<file path="config.mk">
export PLATFORM = sky130hd
export DESIGN_NAME = aux_xact_ctrl
export DESIGN_NICKNAME = d
export VERILOG_FILES = /design/src/rtl/aux_xact_pkg.sv /design/src/rtl/aux_cmd_decode.sv /design/src/rtl/aux_word_buf.sv /design/src/rtl/aux_xact_ctrl.sv
export SDC_FILE = /design/constraint.sdc
export NUM_CORES = 1
export LEC_CHECK = 0
export BUFFER_PORTS_ARGS = -buffer_cell sky130_fd_sc_hd__buf_2
export CAP_MARGIN = 5
export CELL_PAD_IN_SITES_DETAIL_PLACEMENT = 0
export CELL_PAD_IN_SITES_GLOBAL_PLACEMENT = 2
export CORE_MARGIN = 10
export CORE_UTILIZATION = 31
export CTS_CLUSTER_DIAMETER = 200
export DETAILED_ROUTE_END_ITERATION = 8
export MAX_ROUTING_LAYER = met4
export PLACE_DENSITY = 0.79
export SLEW_MARGIN = 0
export SYNTH_ARGS = -nofsm -noshare
export SYNTH_HDL_FRONTEND = slang
export SYNTH_SLANG_ARGS = --single-unit
</file>
<file path="constraint.sdc">
create_clock -name clk -period 2.2 [get_ports clk]
set_input_delay 0.44 -clock clk [delete_from_list [all_inputs] [get_ports clk]]
set_output_delay 0.44 -clock clk [all_outputs]
set_load 0.03 [all_outputs]
</file>
<file path="src/rtl/aux_xact_pkg.sv">
package aux_xact_pkg;

    localparam int BUF_WORDS = 4;
    localparam int BUF_BYTES = BUF_WORDS * 4;
    localparam int LEN_W     = $clog2(BUF_BYTES);
    localparam int CNT_W     = $clog2(BUF_BYTES + 1);
    localparam int REG_AW    = 4;
    localparam int CMD_W     = 3;

    localparam logic [REG_AW-1:0] RA_ADDR  = 4'd0;
    localparam logic [REG_AW-1:0] RA_CTRL  = 4'd1;
    localparam logic [REG_AW-1:0] RA_STAT  = 4'd2;
    localparam logic [REG_AW-1:0] RA_CAUSE = 4'd3;
    localparam logic [REG_AW-1:0] RA_EN    = 4'd4;

    localparam int CB_ADDR_ONLY = 8;
    localparam int CB_CMD_LO    = 12;
    localparam int CB_MOT       = 15;
    localparam int CB_GO        = 16;
    localparam int SB_ERR_LO    = 8;
    localparam int SB_TYPE_LO   = 16;

    typedef enum logic [CMD_W-1:0] {
        CMD_NAT_WR   = 3'd0,
        CMD_NAT_RD   = 3'd1,
        CMD_I2C_WR   = 3'd2,
        CMD_I2C_RD   = 3'd3,
        CMD_I2C_STAT = 3'd4
    } aux_cmd_e;

    typedef struct packed {
        logic [CMD_W-1:0] cmd;
        logic             mot;
        logic             addr_only;
        logic [CNT_W-1:0] len;
    } aux_desc_t;

    function automatic logic cmd_is_i2c(input logic [CMD_W-1:0] c);
        return (c == CMD_I2C_WR) || (c == CMD_I2C_RD) || (c == CMD_I2C_STAT);
    endfunction

    function automatic logic cmd_is_read(input logic [CMD_W-1:0] c);
        return (c == CMD_NAT_RD) || (c == CMD_I2C_RD);
    endfunction

    function automatic logic cmd_known(input logic [CMD_W-1:0] c);
        return c <= CMD_I2C_STAT;
    endfunction

endpackage

</file>
<file path="src/rtl/aux_cmd_decode.sv">
module aux_cmd_decode
    import aux_xact_pkg::*;
(
    input  logic [15:0] ctrl_word,
    output aux_desc_t   desc,
    output logic        legal
);
    logic [CMD_W-1:0] c;
    logic             ao;

    always_comb begin
        c  = ctrl_word[CB_CMD_LO +: CMD_W];
        ao = ctrl_word[CB_ADDR_ONLY];
        desc.cmd       = c;
        desc.addr_only = ao;
        desc.mot       = ctrl_word[CB_MOT] & cmd_is_i2c(c);
        // length field is count minus one; address-only requests carry none
        desc.len       = ao ? '0 : (CNT_W'(ctrl_word[LEN_W-1:0]) + CNT_W'(1));
        legal          = cmd_known(c) && (!ao || cmd_is_i2c(c));
    end
endmodule

</file>
<file path="src/rtl/aux_word_buf.sv">
module aux_word_buf #(
    parameter int WORDS = 4,
    parameter int WIDTH = 32
) (
    input  logic                   clk,
    input  logic                   rst,
    input  logic [WORDS-1:0]       wr_en,
    input  logic [WORDS*WIDTH-1:0] wr_data,
    output logic [WORDS*WIDTH-1:0] q
);
    for (genvar w = 0; w < WORDS; w++) begin : g_word
        logic [WIDTH-1:0] word_q;
        always_ff @(posedge clk) begin
            if (rst)
                word_q <= '0;
            else if (wr_en[w])
                word_q <= wr_data[w*WIDTH +: WIDTH];
        end
        assign q[w*WIDTH +: WIDTH] = word_q;
    end
endmodule

</file>
<file path="src/rtl/aux_xact_ctrl.sv">
module aux_xact_ctrl
    import aux_xact_pkg::*;
#(
    parameter int ADDR_W         = 20,
    parameter int TIMEOUT_CYCLES = 1024
) (
    input  logic                    clk,
    input  logic                    rst,
    input  logic                    reg_we,
    input  logic [3:0]              reg_addr,
    input  logic [31:0]             reg_wdata,
    output logic [31:0]             reg_rdata,
    output logic                    link_req,
    output logic [ADDR_W-1:0]       link_addr,
    output logic [2:0]              link_cmd,
    output logic                    link_mot,
    output logic                    link_addr_only,
    output logic [4:0]              link_len,
    output logic [127:0]            link_tx_data,
    input  logic                    link_rsp_valid,
    input  logic [3:0]              link_rsp_type,
    input  logic [4:0]              link_rsp_count,
    input  logic [2:0]              link_rsp_err,
    input  logic [127:0]            link_rx_data,
    output logic                    irq
);
    localparam int DATA_W = BUF_WORDS * 32;
    localparam int TMO_W  = $clog2(TIMEOUT_CYCLES + 1);

    logic [ADDR_W-1:0] addr_q;
    logic [15:0]       ctrl_q;
    aux_desc_t         desc_q;
    aux_desc_t         dec_desc;
    logic              dec_legal;
    logic              busy_q;
    logic [TMO_W-1:0]  tmo_cnt;
    logic [3:0]        err_q;
    logic [3:0]        type_q;
    logic [4:0]        cnt_q;
    logic              cause_q;
    logic              en_q;

    logic              wr_ok;
    logic              tmo_hit;
    logic              done;
    logic [3:0]        err_set;
    logic [3:0]        err_clr;
    logic              cause_clr;
    logic [DATA_W-1:0] tx_q;
    logic [DATA_W-1:0] rx_q;
    logic [BUF_WORDS-1:0] tx_we;
    logic [BUF_WORDS-1:0] rx_we;

    aux_cmd_decode u_dec (
        .ctrl_word (reg_wdata[15:0]),
        .desc      (dec_desc),
        .legal     (dec_legal)
    );

    assign wr_ok   = reg_we && !busy_q;
    assign tmo_hit = busy_q && !link_rsp_valid && (tmo_cnt == TMO_W'(TIMEOUT_CYCLES - 1));
    assign done    = busy_q && (link_rsp_valid || tmo_hit);

    always_comb begin
        err_set = '0;
        if (done)
            err_set = {(link_rsp_valid ? link_rsp_err : 3'b000), tmo_hit};
        err_clr   = (reg_we && reg_addr == RA_STAT) ? reg_wdata[SB_ERR_LO +: 4] : 4'b0;
        cause_clr = reg_we && (reg_addr == RA_CAUSE) && reg_wdata[0];
    end

    // transmit buffer: bus writes at offsets 8..11, frozen while busy
    always_comb begin
        for (int w = 0; w < BUF_WORDS; w++)
            tx_we[w] = wr_ok && (reg_addr[3:2] == 2'b10) && (reg_addr[1:0] == 2'(w));
        rx_we = {BUF_WORDS{busy_q && link_rsp_valid && cmd_is_read(desc_q.cmd)}};
    end

    aux_word_buf #(.WORDS(BUF_WORDS), .WIDTH(32)) u_txbuf (
        .clk     (clk),
        .rst     (rst),
        .wr_en   (tx_we),
        .wr_data ({BUF_WORDS{reg_wdata}}),
        .q       (tx_q)
    );

    aux_word_buf #(.WORDS(BUF_WORDS), .WIDTH(32)) u_rxbuf (
        .clk     (clk),
        .rst     (rst),
        .wr_en   (rx_we),
        .wr_data (link_rx_data),
        .q       (rx_q)
    );

    always_ff @(posedge clk) begin
        if (rst) begin
            addr_q  <= '0;
            ctrl_q  <= '0;
            desc_q  <= '0;
            busy_q  <= 1'b0;
            tmo_cnt <= '0;
            err_q   <= '0;
            type_q  <= '0;
            cnt_q   <= '0;
            cause_q <= 1'b0;
            en_q    <= 1'b0;
        end else begin
            if (wr_ok && reg_addr == RA_ADDR)
                addr_q <= reg_wdata[ADDR_W-1:0];
            if (wr_ok && reg_addr == RA_CTRL) begin
                ctrl_q <= reg_wdata[15:0];
                if (reg_wdata[CB_GO] && dec_legal) begin
                    busy_q <= 1'b1;
                    desc_q <= dec_desc;
                end
            end
            tmo_cnt <= busy_q ? tmo_cnt + TMO_W'(1) : '0;
            if (done) begin
                busy_q <= 1'b0;
                type_q <= link_rsp_valid ? link_rsp_type  : 4'b0;
                cnt_q  <= link_rsp_valid ? link_rsp_count : 5'b0;
            end
            err_q   <= (err_q & ~err_clr) | err_set;
            cause_q <= (cause_q & ~cause_clr) | done;
            if (reg_we && reg_addr == RA_EN)
                en_q <= reg_wdata[0];
        end
    end

    always_comb begin
        reg_rdata = '0;
        case (reg_addr)
            RA_ADDR:  reg_rdata = 32'(addr_q);
            RA_CTRL:  reg_rdata = {15'b0, busy_q, ctrl_q};
            RA_STAT:  reg_rdata = {12'b0, type_q, 4'b0, err_q, 3'b0, cnt_q};
            RA_CAUSE: reg_rdata = {31'b0, cause_q};
            RA_EN:    reg_rdata = {31'b0, en_q};
            default: begin
                if (reg_addr[3:2] == 2'b10)
                    reg_rdata = tx_q[reg_addr[1:0]*32 +: 32];
                else if (reg_addr[3:2] == 2'b11)
                    reg_rdata = rx_q[reg_addr[1:0]*32 +: 32];
            end
        endcase
    end

    assign link_req       = busy_q;
    assign link_addr      = addr_q;
    assign link_cmd       = desc_q.cmd;
    assign link_mot       = desc_q.mot;
    assign link_addr_only = desc_q.addr_only;
    assign link_len       = desc_q.len;
    assign link_tx_data   = tx_q;
    assign irq            = cause_q & en_q;

endmodule

</file>
Word level (Yosys, flattened, before mapping)
Cells that the tools add are included.

Multiplexer cells: 9. Bitwise operators: 9. Eq/ne operators: 15. Reduce and logical (&&, ||, !) cells: 32. $add $sub $neg: 2. Shift operators: 2. $lt $le $gt $ge: 1.

Operators with widths (count): $shiftx 128x8->32 (2); $pmux 32 s5 (1); $mux 32 (2); $logic_and 1x1->1 (19); $mux 4 (3); $add 11x1->11 const B (1); $eq 11x10->1 const B (1); $mux 5 (2); $eq 3x2->1 const B (3); $eq 2x2->1 const B (4); $eq 4x2->1 const B (2); $add 4x1->5 const B (1); $logic_or 1x1->1 (5); $and 4x4->4 (1); $eq 4x1->1 const B (1); $eq 4x3->1 const B (1); $logic_not 4->1 (1); $not 4->4 (1); $or 4x4->4 (1); $reduce_or 2->1 (2); $and 1x1->1 (3); $eq 3x1->1 const B (1); $eq 3x3->1 const B (1); $le 3x3->1 const B (1); 7 further kinds (10).

Bits of input ports: 180. Register bits after elaboration: 329. Word-level logic and storage cells: 91. Output and inout port bits: 192.

Logic depth before layout (Yosys ltp)
Gate-level depths: netlist of run 1.

Word-level depth: 7. Depth in mapped cells: 8. Depth with buffers taken out: 5.

Cells and area by module
From an unflattened synthesis of run 1, not the netlist that was laid out.

Cells, all modules: 1360. Area, all modules: 14586.5 um2.

Modules (own cells, without submodules): aux_word_buf (cells each 414, area each 4679.5 um2, instances 2); aux_xact_ctrl (cells each 512, area each 5082.4 um2, instances 1); aux_cmd_decode (cells each 20, area each 145.1 um2, instances 1).

Worst setup path before layout of run 1
No wires, ideal clock.

Kind: input port to output port. Start point: input reg_addr[2]. End point: output reg_rdata[0]. Data required time: 1.760 ns. Path slack: -0.332 ns. Stages on the path: 6. Path buffers: 2. Arrival time: 2.092 ns. Cell sequence: buf_4 > clkbuf_1 > nor2b_1 > a22oi_1 > o22a_1 > o21ai_0.

Longest elaborated chain between the ends: 4. Elaborated cells on any way between the ends: 10.

Ends and longest elaborated chain: from (decl) (RTL line aux_xact_ctrl.sv:10) `input logic [3:0] reg_addr,`; $eq 2x2->1 (RTL line aux_xact_ctrl.sv:141) `else if (reg_addr[3:2] == 2'b11)`; $mux 32 (RTL line aux_xact_ctrl.sv:141); $mux 32 (RTL line aux_xact_ctrl.sv:139) `if (reg_addr[3:2] == 2'b10)`; $pmux 32 s5 (*) (RTL line aux_xact_ctrl.sv:132) `case (reg_addr)`; to (decl) (RTL line aux_xact_ctrl.sv:12) `output logic [31:0] reg_rdata,`.

Every way passes the cells marked *; elsewhere a longest branch is shown, timed or not.

Worst setup path after layout of run 1
Start point: register u_rxbuf.g_word[3].word_q[11]. End point: output reg_rdata[11].

Longest elaborated chain between the ends: 4.

Ends and longest elaborated chain: from (decl) (RTL line aux_word_buf.sv:12) `logic [WIDTH-1:0] word_q;`; from (signal assigned) (RTL line aux_word_buf.sv:17) `word_q <= wr_data[w*WIDTH +: WIDTH];`; $shiftx 128x8->32 (RTL line aux_xact_ctrl.sv:142) `reg_rdata = rx_q[reg_addr[1:0]*32 +: 32];`; $mux 32 (RTL line aux_xact_ctrl.sv:141); $mux 32 (RTL line aux_xact_ctrl.sv:139); $pmux 32 s5 (RTL line aux_xact_ctrl.sv:132).

Every way passes these cells.

==> out/results.txt, run 1 <==
status = complete, but fails checks
violations in the final reports = setup timing
Finished Core Util = 0.430
Worst Max-Slew Pin Slew = 0.881 ns
crit start category = register
max cap viols = 0
worst reg2reg path depth = 6
CP Data Arrival Time = 2.07 ns
synth warn = 0
Final WS setup = -0.313 ns
Hold Crit Depth = 2
initial antenna violation count = 8
ys async rst share = 0
layout overhead on the synthesized area = 37.2%
HP Class = input port to register
# rows = 78
Layout Skew = 0.0190 ns
drt drc = 0
PD cells = 708 mW/mm^2
Via density = 5.08
Gate Count Post-Synth = 1685
fmax = 398 MHz
unrepaired setup endpoints after global routing = yes
routed length per instance = 23.7 um
final hold vios = 0
clock latency on the worst-skew pair = 0.57 ns
DIE AREA = 0.0549 mm^2
CTS Sinks = 329
DIE HEIGHT = 234 um
commonest cells after routing, fill and taps aside = nand2_1, buf_2, a21oi_1, dfxtp_1, buf_4
CTS Buffer Depth = 3
top_reg_cell synth = dfxtp_1
cell taking the most area after synthesis = dfxtp_1
final instance area = 0.0195 mm^2
Placed Area = 0.0172 mm^2
routability cong. = 0.952
Crit Path Category = register to output port
Synth Net Count = 1867
core area = 0.0454 mm^2
Power, Total = 13.8 mW
R2R Path End = u_txbuf.g_word[3].word_q[8]
pin count of the biggest net entering global routing = 107
hold_ws = 0.0925 ns
Critical R2R Launch = link_req
Crit. End Element = output port
crit path max fanout = 2
total wire length = 65000 um
CTS tree = yes
Yosys top cell area share = 0.463
CTS Root Cell = clkbuf_16
syn avg cell area = 8.45 um^2
WP data required = 1.76 ns
gr ovfl total = 0
commonest non-fill, non-tap cell in the layout = nand2_1
Reg area = 0.00671 mm^2
Worst R2R Setup Slack = 0.40 ns
pins over their slew limit = 0
fillers = 4662
CP startpoint = u_rxbuf.g_word[3].word_q[11]
Die W = 234 um
Tcrit/Tclk final = 1.14
share of cells above drive strength 1 = 0.358
dpl ws = -0.352 ns
clock slew seen by the registers of the worst setup and hold paths = 0.06 ns
EDFF count, synth = 0
Cell Area, Synth = 0.0142 mm^2
DR vias = 13900
Initial Utilization = 0.314
Nets = 2288
slew margin rel. = 0.411
Global Route Usage Sum = 0.235
vias in the first global route = 14200
P_leak = 7.90 nW
area occupied by multi-input gates = 0.00708 mm^2
Final HPWL DP = 47400 um
first-pass GRT wire length = 92700 um
initial DRC count = 972
# IOs = 372
top post-synthesis cells by area = dfxtp_1, nand2_1, a21oi_1
Distinct cells, synth = 47
Peak VDD IR = 0.000463 V
#FFs+latches synth = 329
Num CTS Buffers = 39
TritonRoute pass-1 iters = 5
antenna viol nets, final = 0
CP endpoint = reg_rdata[11]
Final min period = 2.51 ns
H-Tree Depth = 2
sequential area share after synthesis = 0.463
port bufs = 371
Final Setup Violations = 28
==> where the power goes <==
group | internal [mW] | switching [mW]
sequential | 5.99 | 0.0328
combinational | 0.476 | 0.675
clock | 3.94 | 2.70
==> worst min-delay path by stage <==
stage,slack (ns),from,end
5_1_grt,0.08,rst,link_cmd[0]
3_3_place_gp,0.44,tmo_cnt[0],tmo_cnt[0]
2_1_floorplan,0.43,tmo_cnt[0],tmo_cnt[0]
6_report,0.09,rst,link_cmd[0]
4_1_cts,0.06,link_rsp_type[1],type_q[1]
3_5_place_dp,0.45,u_rxbuf.g_word[0].word_q[7],u_rxbuf.g_word[0].word_q[7]
==> per-stage QoR <==
stage               TNS (ns)  cells
floorplan                  0   1685
global placement       -9.06   2608
detailed placement    -10.19   2608
CTS                    -4.51   2728
global route           -5.22   2738
finish                 -3.89   2739
==> Yosys cell counts (all sizes together), types with 4 or more instances <==
| library cell | number |
|---|---|
| nand3 | 35 |
| and4 | 4 |
| mux2i | 64 |
| nor2b | 18 |
| mux2 | 9 |
| a21boi | 7 |
| mux4 | 53 |
| and2 | 5 |
| a22oi | 5 |
| a22o | 18 |
| a21oi | 293 |
| nor3 | 5 |
| dfxtp | 329 |
| nand4 | 15 |
| inv | 6 |
| nor2 | 31 |
| clkbuf | 57 |
| nand2 | 582 |
| buf | 82 |
| xor2 | 7 |
| o211ai | 4 |
| o21ai | 27 |
==> timing repair <==
| item | 4_1_cts | 5_1_grt |
|---|---|---|
| gates cloned | 3 | 1 |
| resized for setup | 171 | 22 |
| pin swaps | 17 | 7 |
| endpoints found under the setup margin | 32 | 32 |
| hold buffers | 0 | 0 |
| buffers inserted | 48 | 5 |
==> layer usage <==
layer | wire length (um) | GRT usage
met3 | 5280 | 0.0592
met2 | 33000 | 0.407
met1 | 25100 | 0.262
met5 | 0 | -
met4 | 1590 | 0.0677
==> critical path, stage by stage, from the launching register on <==
cell and delay (ns):
dfxtp_2 0.34, mux4_2 0.50, mux2_4 0.28, a22o_1 0.24
buf_6 0.15
==> sequential cells by signal (all words and copies together), names as in the netlist <==
signal,cells
cnt_q,5
link_len,5
u_txbuf.g_word.word_q,128
link_addr,20
link_cmd,3
en_q,1
cause_q,1
link_mot,1
type_q,4
link_req,1
link_addr_only,1
ctrl_q,16
u_rxbuf.g_word.word_q,128
tmo_cnt,11
err_q,4
==> logic make-up (layout without fill, tap and decap cells) <==
kind of cell	count (synthesis)	after routing	share of synthesized area
flip-flops	329	329	0.463
XOR/XNOR	10	10	0.00615
buffers and inverters	145	594	0.0506
AO/OA/AOI/OAI	360	360	0.135
AND/OR/NAND/NOR	713	713	0.207
multiplexers	126	126	0.136
other	0	5	0
adder cells (fa/ha/maj)	2	2	0.00176
==> cell type report <==
class	instances	share of cell area
Multi-Input combinational cell	1211	0.363
Antenna cell	5	0.000641
Tap cell	600	0.0385
Clock buffer	57	0.0581
Inverter	6	0.00115
Clock inverter	12	0.00814
Timing Repair Buffer	519	0.187
Sequential cell	329	0.344
Note: power is estimated with default switching activity, not from simulation.
==> run 2, diff against run 1 <==
--- a/config.mk
+++ b/config.mk
@@ -10,11 +10,12 @@
 export CELL_PAD_IN_SITES_DETAIL_PLACEMENT = 0
 export CELL_PAD_IN_SITES_GLOBAL_PLACEMENT = 2
 export CORE_MARGIN = 10
-export CORE_UTILIZATION = 31
+export CORE_UTILIZATION = 32
+export CTS_BUF_LIST = sky130_fd_sc_hd__clkbuf_4 sky130_fd_sc_hd__clkbuf_8
 export CTS_CLUSTER_DIAMETER = 200
 export DETAILED_ROUTE_END_ITERATION = 8
 export MAX_ROUTING_LAYER = met4
-export PLACE_DENSITY = 0.79
+export PLACE_DENSITY = 0.81
 export SLEW_MARGIN = 0
 export SYNTH_ARGS = -nofsm -noshare
 export SYNTH_HDL_FRONTEND = slang
==> out/results.txt, run 2 (same netlist as run 1, synthesis figures left out) <==
Nets = 2323
hold_ws = 0.0447 ns
commonest cells after routing, fill and taps aside = nand2_1, buf_2, a21oi_1, dfxtp_1, buf_4
HP Class = input port to register
Peak VDD IR = 0.000468 V
Pint = 9.91 mW
DIE HEIGHT = 231 um
Placed Area = 0.0171 mm^2
Final min period = 2.62 ns
P_leak = 7.86 nW
Worst Max-Slew Pin Slew = 0.737 ns
final instance area = 0.0195 mm^2
CTS Buffer Depth = 3
Global Route Usage Sum = 0.231
unrepaired setup endpoints after global routing = yes
WP data required = 1.76 ns
gr ovfl total = 0
Logic pwr share = 0.085
Crit Path Category = register to output port
violations in the final reports = setup timing
routed length per instance = 22.5 um
core area = 0.0441 mm^2
fmax = 381 MHz
area occupied by multi-input gates = 0.00706 mm^2
first-pass GRT wire length = 90300 um
initial antenna violation count = 5
port bufs = 371
CTS Sinks = 329
# rows = 77
Layout Skew = 0.0297 ns
initial DRC count = 928
part of the power in registers = 0.455
slew margin rel. = 0.507
Initial Utilization = 0.323
CTS tree = yes
Die W = 231 um
H-Tree Depth = 2
PD cells = 679 mW/mm^2
CTS Root Cell = clkbuf_8
TritonRoute pass-1 iters = 5
largest stage delay on the critical path = 0.52 ns
Via density = 4.99
P_sw = 3.34 mW
Crit. End Element = output port
Reg area = 0.00671 mm^2
pins over their slew limit = 0
Final WS setup = -0.422 ns
setup_tns = -5.71 ns
DR vias = 13900
share of cells above drive strength 1 = 0.348
Final HPWL DP = 46200 um
# IOs = 372
vias in the first global route = 14300
commonest non-fill, non-tap cell in the layout = nand2_1
Num CTS Buffers = 58
antenna viol nets, final = 0
clock latency on the worst-skew pair = 0.65 ns
routability cong. = 0.973
Tcrit/Tclk final = 1.19
max cap viols = 0
Final Setup Violations = 32
fillers = 4547
CP max-delay cell = mux4_2
pin count of the biggest net entering global routing = 133
Net Sw Frac = 0.252
crit path max fanout = 2
final hold vios = 0
crit start category = register
total wire length = 62400 um
CP Data Arrival Time = 2.18 ns
clock power share = 0.459
clock slew seen by the registers of the worst setup and hold paths = 0.06 ns
layout overhead on the synthesized area = 37.0%
status = complete, but fails checks
CP Cell Sequence = mux4_2 -> mux2_4 -> a22o_1 -> buf_6
drt drc = 0
DIE AREA = 0.0533 mm^2
-- run 2: cell types whose count changed in the layout (fill, tap and decap cells not counted), sizes merged --
| cell | change |
|---|---|
| clkinv | +2 |
| inv | -1 |
| buf | -41 |
| bufinv | -2 |
| dlygate4sd3 | +59 |
| clkbuf | +33 |
-- run 2: final timing paths --
check | from | end | slack (ns) | cells past startpoint
max | u_rxbuf.g_word[3].word_q[3] | reg_rdata[3] | -0.42 | 4
min | link_rx_data[100] | u_rxbuf.g_word[3].word_q[4] | 0.04 | 3
max reg2reg | link_req | u_rxbuf.g_word[1].word_q[20] | 0.40 | 6
min reg2reg | u_rxbuf.g_word[2].word_q[11] | u_rxbuf.g_word[2].word_q[11] | 0.45 | 2
-- run 2: timing repair --
action                                  in CTS  in global routing
pin swaps                                   20                  4
gates resized for setup                    154                 30
endpoints found under the setup margin      32                 32
hold endpoints to repair                    59                  0
gates cloned                                 1                  0
buffers inserted                            13                  3
hold buffers                                59                  0
-- run 2: power groups by stage --
stage	logic (mW)	clock network [mW]	registers, mW
6_report	1.13	6.09	6.03
5_1_grt	1.21	6.50	6.03
4_1_cts	1.13	6.23	6.03
3_5_place_dp	1.00	0	6.17
3_3_place_gp	0.993	0	6.17
2_1_floorplan	0.449	0	6.22
-- run 2: cell type report --
class	count	share of cell area
antenna	5	0.000641
clock buffer	92	0.0595
clock inverter	11	0.00436
inverter	6	0.00115
multi-input combinational	1211	0.362
sequential	329	0.344
tap	592	0.0380
timing repair buffer	535	0.191
-- run 2: worst max-delay path: cells and delay by family (launching register included) --
| family | cells | cell delay (ns) |
|---|---|---|
| buf+inv | 1 | 0.15 |
| mux | 2 | 0.81 |
| compound gates | 1 | 0.25 |
| flops | 1 | 0.33 |
-- run 2: through the flow --
stage               setup WS [ns]  utilization  std cells  total power, mW
floorplan                 0.00611            -       1685             6.67
global placement           -0.414        0.387       2597             7.16
detailed placement         -0.454        0.387       2597             7.17
CTS                        -0.470        0.440       2773             13.4
global route               -0.480        0.442       2781             13.7
finish                     -0.422        0.442       2781             13.3
-- run 2: layer usage --
| layer | up-vias | track usage | routed length [um] |
|---|---|---|---|
| met4 | 0 | 0.0952 | 2300 |
| met2 | 452 | 0.391 | 31100 |
| li1 | 6650 | - | - |
| met5 | - | - | 0 |
| met1 | 6659 | 0.254 | 24500 |
| met3 | 110 | 0.0618 | 4600 |
